==> src/rtl/adaptive_bgsub_pkg.sv <==
package adaptive_bgsub_pkg;

  // Strobes from the control unit to the datapath, all for the current cycle.
  typedef struct packed {
    logic advance;     // pipeline registers move
    logic take;        // an input beat is accepted
    logic frameStart;  // accepted beat opens a frame
    logic frameEnd;    // accepted beat closes a frame
  } pipeCtrl_t;

endpackage

==> src/rtl/adaptive_bgsub_ctrl.sv <==
module adaptive_bgsub_ctrl
  import adaptive_bgsub_pkg::*;
(
  input  logic       clk,
  input  logic       rstN,
  input  logic       inValid,
  input  logic       inSof,
  input  logic       inEof,
  input  logic       outReady,
  output logic       inReady,
  output pipeCtrl_t  ctl,
  output logic       outValid,
  output logic       outSof,
  output logic       outEof
);

  logic s1Valid, s1Sof, s1Eof;

  // The whole pipeline stalls as one unit, so input readiness is the consumer's.
  assign inReady        = outReady;
  assign ctl.advance    = outReady;
  assign ctl.take       = inValid && outReady;
  assign ctl.frameStart = ctl.take && inSof;
  assign ctl.frameEnd   = ctl.take && inEof;

  always_ff @(posedge clk) begin
    if (!rstN) begin
      s1Valid  <= 1'b0;
      s1Sof    <= 1'b0;
      s1Eof    <= 1'b0;
      outValid <= 1'b0;
      outSof   <= 1'b0;
      outEof   <= 1'b0;
    end else if (ctl.advance) begin
      s1Valid  <= inValid;
      s1Sof    <= inValid && inSof;
      s1Eof    <= inValid && inEof;
      outValid <= s1Valid;
      outSof   <= s1Sof;
      outEof   <= s1Eof;
    end
  end

  // a stalled output beat stays put with its markers
  p_hold_when_stalled_r7: assert property (@(posedge clk) disable iff (!rstN)
    (outValid && !outReady) |=> (outValid && $stable(outSof) && $stable(outEof)));

  // an accepted beat reaches the output two cycles later
  p_two_cycle_latency_r6: assert property (@(posedge clk) disable iff (!rstN)
    (inValid && inReady) ##1 outReady |=> outValid);

  // markers never appear without a valid beat
  p_markers_need_valid_r6: assert property (@(posedge clk) disable iff (!rstN)
    (outSof || outEof) |-> outValid);

endmodule

==> src/rtl/adaptive_bgsub_illum.sv <==
module adaptive_bgsub_illum
  import adaptive_bgsub_pkg::*;
#(
  parameter int PIX_W  = 8,
  parameter int COEF_W = 4,
  parameter int SHIFT  = 14
) (
  input  logic                    clk,
  input  logic                    rstN,
  input  pipeCtrl_t               ctl,
  input  logic [PIX_W-1:0]        absDiff,
  input  logic [COEF_W-1:0]       inhibCoef,
  output logic [PIX_W+COEF_W-1:0] dynTerm
);

  localparam int ACC_W  = PIX_W + SHIFT;
  localparam int PROD_W = ACC_W + COEF_W;

  logic [ACC_W-1:0]  accum;
  logic [ACC_W:0]    sumWide;
  logic [ACC_W-1:0]  frameSum;
  logic [PROD_W-1:0] product;

  // A frame-start beat discards any partial sum.
  always_comb begin
    if (ctl.frameStart) sumWide = (ACC_W+1)'(absDiff);
    else                sumWide = {1'b0, accum} + (ACC_W+1)'(absDiff);
    frameSum = sumWide[ACC_W] ? {ACC_W{1'b1}} : sumWide[ACC_W-1:0];
    product  = PROD_W'(frameSum) * PROD_W'(inhibCoef);
  end

  always_ff @(posedge clk) begin
    if (!rstN) begin
      accum   <= '0;
      dynTerm <= '0;
    end else if (ctl.take) begin
      if (ctl.frameEnd) begin
        accum   <= '0;
        dynTerm <= product[PROD_W-1:SHIFT];
      end else begin
        accum   <= frameSum;
      end
    end
  end

  // Checker state: has any frame ended since reset?
  logic seenEnd;
  always_ff @(posedge clk) begin
    if (!rstN)             seenEnd <= 1'b0;
    else if (ctl.frameEnd) seenEnd <= 1'b1;
  end

  // no offset before the first full frame
  p_zero_until_first_frame_r5: assert property (@(posedge clk) disable iff (!rstN)
    !seenEnd |-> (dynTerm == '0));

  // the offset moves only on an accepted frame end
  p_offset_hold_r4: assert property (@(posedge clk) disable iff (!rstN)
    !ctl.frameEnd |=> $stable(dynTerm));

  // inside a frame the running sum never wraps downward
  p_sum_no_wrap_r10: assert property (@(posedge clk) disable iff (!rstN)
    (ctl.take && !ctl.frameStart && !ctl.frameEnd) |=> (accum >= $past(accum)));

endmodule

==> src/rtl/adaptive_bgsub_dp.sv <==
module adaptive_bgsub_dp
  import adaptive_bgsub_pkg::*;
#(
  parameter int PIX_W  = 8,
  parameter int COEF_W = 4,
  parameter int SHIFT  = 14
) (
  input  logic              clk,
  input  logic              rstN,
  input  pipeCtrl_t         ctl,
  input  logic [PIX_W-1:0]  curPix,
  input  logic [PIX_W-1:0]  refPix,
  input  logic [PIX_W-1:0]  baseThr,
  input  logic [COEF_W-1:0] inhibCoef,
  output logic              outMask
);

  localparam int DT_W = PIX_W + COEF_W;

  logic [PIX_W-1:0] absDiff;
  logic [DT_W-1:0]  dynTerm;
  logic [DT_W:0]    thrWide;
  logic [PIX_W-1:0] thrNow;
  logic [PIX_W-1:0] s1Diff;
  logic [PIX_W-1:0] s1Thr;

  always_comb begin
    absDiff = (curPix >= refPix) ? (curPix - refPix) : (refPix - curPix);
    thrWide = (DT_W+1)'(baseThr) + (DT_W+1)'(dynTerm);
    thrNow  = (|thrWide[DT_W:PIX_W]) ? {PIX_W{1'b1}} : thrWide[PIX_W-1:0];
  end

  adaptive_bgsub_illum #(
    .PIX_W (PIX_W),
    .COEF_W(COEF_W),
    .SHIFT (SHIFT)
  ) u_illum (
    .clk      (clk),
    .rstN     (rstN),
    .ctl      (ctl),
    .absDiff  (absDiff),
    .inhibCoef(inhibCoef),
    .dynTerm  (dynTerm)
  );

  always_ff @(posedge clk) begin
    if (!rstN) begin
      s1Diff  <= '0;
      s1Thr   <= '0;
      outMask <= 1'b0;
    end else if (ctl.advance) begin
      s1Diff  <= absDiff;
      s1Thr   <= thrNow;
      outMask <= (s1Diff > s1Thr);
    end
  end

  // the staged threshold is never below the base level (no wrap)
  p_thr_floor_r2: assert property (@(posedge clk) disable iff (!rstN)
    ctl.take |=> (s1Thr >= $past(baseThr)));

  // identical pixels are never foreground
  p_equal_is_background_r1: assert property (@(posedge clk) disable iff (!rstN)
    (ctl.take && (curPix == refPix)) ##1 ctl.advance |=> !outMask);

endmodule

==> src/rtl/adaptive_bgsub.sv <==
module adaptive_bgsub
  import adaptive_bgsub_pkg::*;
#(
  parameter int FRAME_W = 128,
  parameter int FRAME_H = 128,
  parameter int PIX_W   = 8,
  parameter int COEF_W  = 4
) (
  input  logic              clk,
  input  logic              rstN,
  input  logic              inValid,
  output logic              inReady,
  input  logic              inSof,
  input  logic              inEof,
  input  logic [PIX_W-1:0]  curPix,
  input  logic [PIX_W-1:0]  refPix,
  input  logic [PIX_W-1:0]  baseThr,
  input  logic [COEF_W-1:0] inhibCoef,
  input  logic              outReady,
  output logic              outValid,
  output logic              outMask,
  output logic              outSof,
  output logic              outEof
);

  localparam int PIXELS = FRAME_W * FRAME_H;
  localparam int SHIFT  = $clog2(PIXELS);

  pipeCtrl_t ctl;

  initial begin
    p_pow2_frame_r3: assert (PIXELS == (1 << SHIFT));
  end

  adaptive_bgsub_ctrl u_ctrl (
    .clk     (clk),
    .rstN    (rstN),
    .inValid (inValid),
    .inSof   (inSof),
    .inEof   (inEof),
    .outReady(outReady),
    .inReady (inReady),
    .ctl     (ctl),
    .outValid(outValid),
    .outSof  (outSof),
    .outEof  (outEof)
  );

  adaptive_bgsub_dp #(
    .PIX_W (PIX_W),
    .COEF_W(COEF_W),
    .SHIFT (SHIFT)
  ) u_dp (
    .clk      (clk),
    .rstN     (rstN),
    .ctl      (ctl),
    .curPix   (curPix),
    .refPix   (refPix),
    .baseThr  (baseThr),
    .inhibCoef(inhibCoef),
    .outMask  (outMask)
  );

endmodule

==> config.mk <==
export PLATFORM = sky130hd
export DESIGN_NAME = adaptive_bgsub
export DESIGN_NICKNAME = d
export VERILOG_FILES = /design/src/rtl/adaptive_bgsub_pkg.sv /design/src/rtl/adaptive_bgsub_ctrl.sv /design/src/rtl/adaptive_bgsub_illum.sv /design/src/rtl/adaptive_bgsub_dp.sv /design/src/rtl/adaptive_bgsub.sv
export SDC_FILE = /design/constraint.sdc
export NUM_CORES = 1
export LEC_CHECK = 0
export BUFFER_PORTS_ARGS = -buffer_cell sky130_fd_sc_hd__buf_2
export CORE_MARGIN = 4
export CORE_UTILIZATION = 55
export DETAILED_ROUTE_END_ITERATION = 8
export GPL_TIMING_DRIVEN = 0
export HOLD_SLACK_MARGIN = 0.06
export PLACE_DENSITY_LB_ADDON = 0.2
export SETUP_SLACK_MARGIN = 0.5
export SLEW_MARGIN = 20
export SYNTH_ARGS = -nofsm -noshare
export SYNTH_HDL_FRONTEND = slang
export SYNTH_SLANG_ARGS = --single-unit
==> constraint.sdc <==
create_clock -name clk -period 9.86 [get_ports clk]
set_input_delay 1.972 -clock clk [delete_from_list [all_inputs] [get_ports clk]]
set_output_delay 1.972 -clock clk [all_outputs]
set_load 0.05 [all_outputs]
==> flow_summary.toml <==
[routing]
wl_per_cell_um = 16.8
routed_via_density = 5.84
drt_drc_violations_left = 0
drtPass1Iterations = 5
vias = 6080
wl_mm = 17.5
detail-route-antenna-nets = 0
drt_iter0_drc = 374

[die]
core_sq_um = 12000
num_io_pins = 39
die_height_um = 119
num_rows = 40
initial_core_util_pct = 56.1
die_area_sq_um = 14100
die_width_um = 119

[timing]
setup_viol = 0
period_share_pct = 91.5
maxSlewHeadroom_pct = 44.0
period_needed_ns = 9.02
skew_ns = 0.0105
tns_ns = 0
clock.fmax_ghz = 0.111
worst_pin_slew_ns = 0.818
hold_viol_final = 0
drv_slew = 0
rsz0062_at_grt = "false"
fin_ws_ns = 0.838

[worst_setup_path]
crit_required_ns = 10.07
cp_slowest_stage_delay_ns = 0.53
crit_arrival_ns = 9.24
cp_max_fo = 10
crit_top_cell = "inv_1"
crit_slowest_cell = "fa_1"
critPathKind = "input pin to flop"
critPathLaunchType = "input pin"
cp-end-kind = "flop"

[finish]
seqCellArea_sq_um = 1140
mostFrequentLayoutCells = "inv_1, ha_1, nand2_1"
antenna_cells = 0
drive_gt1_share_pct = 14.7
final_common_cell = "inv_1"
multi_input_area_sq_um = 5110
fillers = 1050
layout.nets = 1035
final_cell_area_sq_um = 7650
areaGrowthSynthToFinish_pct = 13.4

[grt]
grt_pass1_wl_mm = 29.3
grt_pass1_vias = 6047
antenna_found_initial = 0
grt_max_degree = 13
gr-usage-all-layers_pct = 25.2
gr-total-overflow = 0

[placement]
hpwl_mm = 14.1
pre_cts_ws_ns = -0.354
port_buffers = 36
dpl_cell_area_sq_um = 7110
gp_congestion = 0.903

[clocking]
worstSkewPairLatency_ns = 0.33
cts_root_buffer = "clkbuf_16"
path_clk_slew_ns = 0.05
cts_max_path_buffers = 2
htree_levels = 3
numCtsBuffers = 9
cts_tree = "done"
clock_sinks = 57

[logic_synthesis]
syn_avg_cell_area_sq_um = 8.09
synth_edf_count = 0
synth-seq-area-share_pct = 16.9
netlist_instances = 833
syn-num-nets = 979
ys_ff_latch = 57
synth_top_cell_by_area = "dfxtp_1"
synth_warnings = 0
netlist.area_leader.share_pct = 16.9
synthTopCellsByArea = "dfxtp_1, ha_1, fa_1, inv_1, and2_1"
async_flop_share_pct = 0
syn_area_sq_um = 6740
synth_ff_type = "dfxtp_1"
yosysUniqueCellTypes = 66

[job]
drv_cap = 0

[pwr]
irDropWorstVdd_mv = 0.0986
power_density_nw_per_um2 = 128
p_leak_nw = 3.60

[hold_path]
min_path_type = "flop to flop"

[outcome]
status = "completed"
report_power, final:
part | total, W | internal (W) | switching (W)
sequential | 0.000246 | 0.000240 | 0.00000568
combinational | 0.000422 | 0.000174 | 0.000248
clock | 0.000315 | 0.000197 | 0.000117
worst paths after layout:
kind | startpoint | to | slack (ns) | cells after the start
worst max register to register | u_dp.u_illum.accum[0]$_SDFFE_PN0P_ | u_dp.u_illum.dynTerm[9]$_SDFFE_PN0P_ | 3.87 | 24
worst min-delay path | u_dp.u_illum.dynTerm[10]$_SDFFE_PN0P_ | u_dp.u_illum.dynTerm[10]$_SDFFE_PN0P_ | 0.46 | 2
worst max-delay path | curPix[0] | u_dp.u_illum.dynTerm[9]$_SDFFE_PN0P_ | 0.84 | 34
worst min register to register | u_dp.u_illum.dynTerm[10]$_SDFFE_PN0P_ | u_dp.u_illum.dynTerm[10]$_SDFFE_PN0P_ | 0.46 | 2
critical path, delay by kind of cell:
family / cells / cell delay, ns
adders and majority gates: 6 / 2.21
AOI/OAI and AO/OA: 15 / 3.21
buffers and inverters: 7 / 0.73
xor gates and xnor gates: 1 / 0.34
and+or+nand+nor: 5 / 0.79
through the flow:
step	utilization [%]	cells	total power, W	hold slack [ns]
final	63.7	1041	0.000982	0.458
after global routing	63.7	1041	0.00105	0.493
after CTS	62.1	1032	0.000964	0.459
after detailed placement	59.2	1016	0.000642	0.457
after global placement	59.2	1016	0.000624	0.442
after floorplan	-	833	0.000543	0.427
cells in the mapped netlist, drive strengths merged (9+ instances only):
master and number:
inv 116, nand2 64, mux2i 12, nor3 12, o21ai 42, ha 69
nand3 20, o21bai 13, o211ai 10, nor2b 37, a22oi 13, xnor2 24
and3 10, and2 43, nor2 47, a21o 14, a21oi 51, o221a 9
clkbuf 27, fa 43, dfxtp 57
logic make-up after synthesis:
family,Yosys count,synth area share [%]
compound gates,210,21.6
xor+xnor,32,4.16
fa+ha+maj,112,25.6
buf+inv,149,9.72
flops,57,16.9
mux,12,1.78
simple gates,261,20.2
routing by layer:
layer / global-route usage (%) / wire length, um
met4: 7.31 / 307
met1: 32.1 / 7570
met3: 2.73 / 829
met5: 0 / 0
met2: 45.0 / 8770
state kept, by name (all words and copies together) (netlist names):
name                  flops
u_ctrl.outValid           1
u_ctrl.outSof             1
u_ctrl.s1Sof              1
u_dp.s1Diff               8
u_dp.u_illum.accum       22
u_dp.outMask              1
u_dp.u_illum.dynTerm     12
u_ctrl.s1Eof              1
u_ctrl.outEof             1
u_ctrl.s1Valid            1
u_dp.s1Thr                8
cell type report:
cell class / count / area share, %
Timing Repair Buffer: 45 / 3.24
Clock inverter: 7 / 1.01
Clock buffer: 9 / 2.95
Tap cell: 147 / 2.41
Buffer: 33 / 2.93
Inverter: 116 / 5.69
Sequential cell: 57 / 14.9
Multi-Input combinational cell: 627 / 66.9
timing repair:
item,4_1_cts,5_1_grt
endpoints found under the setup margin,10,11
endpoints found under the hold margin,0,0
setup buffers,0,9
hold buffers,0,0
cloned,0,0
resized for setup,16,25
pin swaps,0,8
(Power assumes the default switching activity.)
